### config.mk
export PLATFORM = sky130hd
export DESIGN_NAME = fsk_tone_gen
export DESIGN_NICKNAME = d
export VERILOG_FILES = /design/src/rtl/fsk_tone_pkg.sv /design/src/rtl/fsk_step_sel.sv /design/src/rtl/fsk_phase_acc.sv /design/src/rtl/fsk_sine_lut.sv /design/src/rtl/fsk_tone_gen.sv
export SDC_FILE = /design/constraint.sdc
export NUM_CORES = 1
export LEC_CHECK = 0
export ABC_AREA = 1
export BUFFER_PORTS_ARGS = -buffer_cell sky130_fd_sc_hd__buf_2
export CAP_MARGIN = 40
export CORE_MARGIN = 1.5
export CORE_UTILIZATION = 60
export CTS_BUF_LIST = sky130_fd_sc_hd__clkbuf_4
export DETAILED_ROUTE_END_ITERATION = 12
export PLACE_DENSITY = 0.79
export SLEW_MARGIN = 20
export SYNTH_ARGS = -nofsm -noshare
export SYNTH_HDL_FRONTEND = slang
export SYNTH_SLANG_ARGS = --single-unit
export TNS_END_PERCENT = 20
### constraint.sdc
create_clock -name clk_i -period 2.09 [get_ports clk_i]
set_input_delay 0.418 -clock clk_i [delete_from_list [all_inputs] [get_ports clk_i]]
set_output_delay 0.418 -clock clk_i [all_outputs]
set_load 0.02 [all_outputs]
### src/rtl/fsk_tone_pkg.sv
package fsk_tone_pkg;
  localparam int unsigned LUT_AW  = 6;
  localparam int unsigned LUT_N   = 1 << LUT_AW;
  localparam int unsigned QTR_N   = LUT_N / 4;
  localparam int unsigned SMP_W   = 8;
  localparam int unsigned MID_VAL = 128;

  typedef logic [SMP_W-1:0]  sample_t;
  typedef logic [LUT_AW-1:0] lut_addr_t;

  typedef enum logic [1:0] {
    TONE_ORIG_SPACE = 2'b00,
    TONE_ORIG_MARK  = 2'b01,
    TONE_ANS_SPACE  = 2'b10,
    TONE_ANS_MARK   = 2'b11
  } tone_e;

  // Offset from mid-scale over the first quarter wave, index 0..QTR_N
  function automatic int unsigned quarter_ofs(int unsigned k);
    case (k)
      0:  return 0;    1:  return 12;   2:  return 25;   3:  return 37;
      4:  return 49;   5:  return 60;   6:  return 71;   7:  return 81;
      8:  return 90;   9:  return 98;   10: return 106;  11: return 112;
      12: return 117;  13: return 122;  14: return 125;  15: return 126;
      default: return 127;
    endcase
  endfunction

  function automatic sample_t sine_at(int unsigned idx);
    int unsigned i;
    int unsigned v;
    i = idx % LUT_N;
    if (i <= QTR_N)            v = MID_VAL + quarter_ofs(i);
    else if (i < 2*QTR_N)      v = MID_VAL + quarter_ofs(2*QTR_N - i);
    else if (i <= 3*QTR_N)     v = MID_VAL - quarter_ofs(i - 2*QTR_N);
    else                       v = MID_VAL - quarter_ofs(LUT_N - i);
    return sample_t'(v);
  endfunction
endpackage

### src/rtl/fsk_step_sel.sv
module fsk_step_sel
  import fsk_tone_pkg::*;
#(
  parameter int unsigned PHASE_W   = 16,
  parameter int unsigned ORIG_SPACE = 2244,
  parameter int unsigned ORIG_MARK  = 2663,
  parameter int unsigned ANS_SPACE  = 4247,
  parameter int unsigned ANS_MARK   = 4666
) (
  input  logic               answer_i,
  input  logic               data_i,
  output logic [PHASE_W-1:0] step_o
);
  tone_e tone;
  assign tone = tone_e'({answer_i, data_i});

  always_comb begin
    unique case (tone)
      TONE_ORIG_SPACE: step_o = PHASE_W'(ORIG_SPACE);
      TONE_ORIG_MARK:  step_o = PHASE_W'(ORIG_MARK);
      TONE_ANS_SPACE:  step_o = PHASE_W'(ANS_SPACE);
      default:         step_o = PHASE_W'(ANS_MARK);
    endcase
  end
endmodule

### src/rtl/fsk_phase_acc.sv
module fsk_phase_acc #(
  parameter int unsigned PHASE_W = 16
) (
  input  logic               clk_i,
  input  logic               rst_ni,
  input  logic               tick_i,
  input  logic [PHASE_W-1:0] step_i,
  output logic [PHASE_W-1:0] phase_o
);
  // Modulo 2^PHASE_W wrap comes from the adder width
  always_ff @(posedge clk_i or negedge rst_ni) begin
    if (!rst_ni)     phase_o <= '0;
    else if (tick_i) phase_o <= phase_o + step_i;
  end
endmodule

### src/rtl/fsk_sine_lut.sv
module fsk_sine_lut
  import fsk_tone_pkg::*;
(
  input  lut_addr_t addr_i,
  output sample_t   data_o
);
  sample_t table_q [LUT_N];

  for (genvar k = 0; k < LUT_N; k++) begin : g_entry
    assign table_q[k] = sine_at(k);
  end

  assign data_o = table_q[addr_i];
endmodule

### src/rtl/fsk_tone_gen.sv
module fsk_tone_gen
  import fsk_tone_pkg::*;
#(
  parameter int unsigned PHASE_W    = 16,
  parameter int unsigned ORIG_SPACE = 2244,
  parameter int unsigned ORIG_MARK  = 2663,
  parameter int unsigned ANS_SPACE  = 4247,
  parameter int unsigned ANS_MARK   = 4666
) (
  input  logic             clk_i,
  input  logic             rst_ni,
  input  logic             tick_i,
  input  logic             answer_i,
  input  logic             data_i,
  output logic [SMP_W-1:0] sample_o
);
  localparam int unsigned ADDR_LSB = PHASE_W - LUT_AW;

  logic [PHASE_W-1:0] step;
  logic [PHASE_W-1:0] phase_q;
  lut_addr_t          lut_addr;
  sample_t            lut_data;

  fsk_step_sel #(
    .PHASE_W(PHASE_W), .ORIG_SPACE(ORIG_SPACE), .ORIG_MARK(ORIG_MARK),
    .ANS_SPACE(ANS_SPACE), .ANS_MARK(ANS_MARK)
  ) u_step (
    .answer_i(answer_i), .data_i(data_i), .step_o(step)
  );

  fsk_phase_acc #(.PHASE_W(PHASE_W)) u_acc (
    .clk_i(clk_i), .rst_ni(rst_ni), .tick_i(tick_i),
    .step_i(step), .phase_o(phase_q)
  );

  assign lut_addr = phase_q[PHASE_W-1:ADDR_LSB];

  fsk_sine_lut u_lut (.addr_i(lut_addr), .data_o(lut_data));

  // Table is read with the pre-step phase
  always_ff @(posedge clk_i or negedge rst_ni) begin
    if (!rst_ni)     sample_o <= sine_at(0);
    else if (tick_i) sample_o <= lut_data;
  end
endmodule

==> results.md <==
* Final Instance Area at 0.00255 mm²
* Max cap viols at 0
* Worst IR drop on VDD at 0.920 mV
* Ant diodes at 0
* Levels on crit path at 13
* Largest area contributor in the netlist: dfrtp_1
* Critical Path End Type: flop
* Starting Density at 62.8%
* CP max stage delay at 0.39 ns
* Maximum fanout along the worst path at 3
* Critical R2R Capture: u_acc.phase_o[12]
* Htree depth at 1
* Total grt overflow at 0
* Total core area at 0.00366 mm²
* Final Non-Filler Cells at 412
* Hold Fails Final Rpt at 0
* Area share of the largest cell type after synthesis at 25.0%
* Synth Register Bits at 24
* Site Rows at 22
* Reg2Reg Setup Slack at 0.26 ns
* Total power at 0.00396 W
* Sequential area share after synthesis at 26.2%
* Main synth FF type: dfrtp_1
* Final ANT Viol Nets at 0
* Crit Reg-Reg Startpoint: u_acc.phase_o[0]
* Post-Place Cells at 408
* PwrDens at 1550 mW/mm²
* Layout cell share with drive strength beyond 1 at 17.0%
* First-pass GRT wire length at 9600 µm
* Setup Viol. Count Final at 0
* Worst setup SP type: input port
* DR vias at 2307
* Setup TNS at 0 ns
* Fin nets at 390
* Worst path most repeated cell: nand2_1
* WL/cell at 13.6 µm
* 1st-iter DRT viols at 202
* HP Class: in -> async
* Ys async rst share at 100%
* Status: completed
* FMAX at 0.520 GHz
* LEAKAGE at 1.36 nW
* Chip Width at 64.9 µm
* Post-CTS sizing at 0
* CTS sink count at 24
* TritonCTS clock tree: done
* Netlist cell types at 43
* Root buf cell: clkbuf_4
* Postcts setup bufs at 0
* Via density at 5.60
* Ys Warns at 0
* GRT Overall Usage at 29.4%
* Syn_nets at 365
* Crit path from: data_i
* Final min period at 1.92 ns
* EDFF count, synth at 0
* Worst EP required at 2.34 ns
* Drt pass-1 iters at 4
* Synth cell count leaders: nand2_1 (104), inv_1 (36), nand3_1 (24)
* Critical path's top delay family: adder cells
* Syn avg cell area at 6.76 µm²
* Count of pins over their slew limit at 0
* Routed wire length at 5580 µm
* Cell area after synthesis at 0.00230 mm²
* Timing endpoint of the critical path: u_acc.phase_o[12]
* CTS Buf Count at 3
* Fillers at 320
* Synthesized netlist cell count at 340
* Die area at 0.00421 mm²
* Bufs and invs on worst path at 2
* Clock Skew at 0.00519 ns
* Synth area leaders: dfrtp_1 (25%), nand2_1 (17%), ha_1 (10%), inv_1 (5.9%), nand3_1 (5.2%)
* Worst-skew pair later-pin latency at 0.34 ns
* WS Path Type: in -> reg
* Largest net degree at the start of global routing at 25
* Worst R2R Path Depth at 10
* Vias in the first global route at 2015
* Final hold slack at 0.0367 ns
* GP Congestion at 0.961
* Reg clk slew, reported paths at 0.15 ns
* Post-CTS Hold Buffers at 0
* Placed Area at 0.00252 mm²
* Clock buffer depth at 2
* Tightest Pin Transition at 0.560 ns
* Relative max-transition margin at 62.6%
* Crit path DAT at 2.18 ns
* Crit-path cells: buf_2 > inv_1 > ha_1 > ha_1 > fa_1 > nand4_1 > nand3_1 > nand2_1 > nand2_1 > nand2_1 > nand3_1 > nand3_1 > nand2_1
* CP max stage cell: fa_1
* Final period utilization at 92.1%
* Drt drc at 0
* Initial antenna violation count at 0
* Detailed Place HPWL at 4320 µm
* RSZ-0062 raised after global routing: no
* Die Span Y at 64.9 µm
* Most frequent cell after synthesis: nand2_1
* Ports at 13
* Area growth from synthesis to layout at 10.9%
* Port Buf Inserts at 12
## worst min path at each step
stage | endpoint | depth (start not counted)
global placement | u_acc.phase_o[3] | 1
detailed placement | u_acc.phase_o[3] | 1
finish | u_acc.phase_o[3] | 1
global route | u_acc.phase_o[1] | 1
CTS | u_acc.phase_o[3] | 1
floorplan | sample_o[0] | 0
## registers in the layout (all words and copies together) (netlist names)
name and cells:
u_acc.phase_o 16, sample_o 8
## cell families (layout without fill, tap and decap cells)
group | Yosys count | in the layout | share of synthesized area (%)
AND/OR/NAND/NOR | 173 | 173 | 32.7
AO/OA/AOI/OAI | 62 | 62 | 17.3
buffers and inverters | 54 | 78 | 9.96
flip-flops | 24 | 24 | 26.2
adder cells (fa/ha/maj) | 20 | 20 | 11.2
XOR/XNOR | 7 | 7 | 2.67
## area by class of cell
class | instances | area [µm²] | area share (%)
multi-input cells | 262 | 1490 | 58.6
flip-flops and latches | 24 | 602 | 23.6
repair buffers | 32 | 210 | 8.24
inverters | 42 | 158 | 6.18
well taps | 48 | 60.1 | 2.36
clock buffers | 3 | 22.5 | 0.883
clock inverters | 1 | 3.75 | 0.147
## where the power goes
group / total, W / internal (W) / switching [W]
logic: 0.00282 / 0.00107 / 0.00175
clock network: 0.000239 / 0.0000705 / 0.000169
registers: 0.000895 / 0.000697 / 0.000198
total: 0.00396 / 0.00183 / 0.00212
## cell usage in the layout (no fill, tap or decap), drive strengths merged, types with 2 or more instances in the layout
cell / netlist / final
dfrtp: 23 / 23
inv: 41 / 41
ha: 19 / 19
or2: 2 / 2
buf: 10 / 32
nor3: 5 / 5
o21ai: 26 / 26
xor2: 4 / 4
xnor2: 3 / 3
nand4: 4 / 4
a21oi: 13 / 13
clkbuf: 2 / 3
o21bai: 2 / 2
nand3: 28 / 28
nor2: 24 / 24
nand2: 109 / 109
a31oi: 2 / 2
o211ai: 9 / 9
clkinv: 1 / 2
o221ai: 2 / 2
## metrics by stage
stage,utilization [%],setup slack [ns]
3_5_place_dp,68.9,-0.184
2_1_floorplan,-,0.0527
4_1_cts,69.7,0.175
3_3_place_gp,68.9,-0.165
5_1_grt,69.7,0.0160
6_report,69.7,0.166
## metal layers
layer | up-vias | wire [µm] | GRT usage (%)
met1 | 1047 | 2670 | 42.4
met5 | - | 0 | 0
met3 | 7 | 500 | 7.81
li1 | 1162 | - | -
met4 | 0 | 58 | 6.91
met2 | 91 | 2360 | 43.7
No activity file was read; power rests on OpenSTA's default activity.
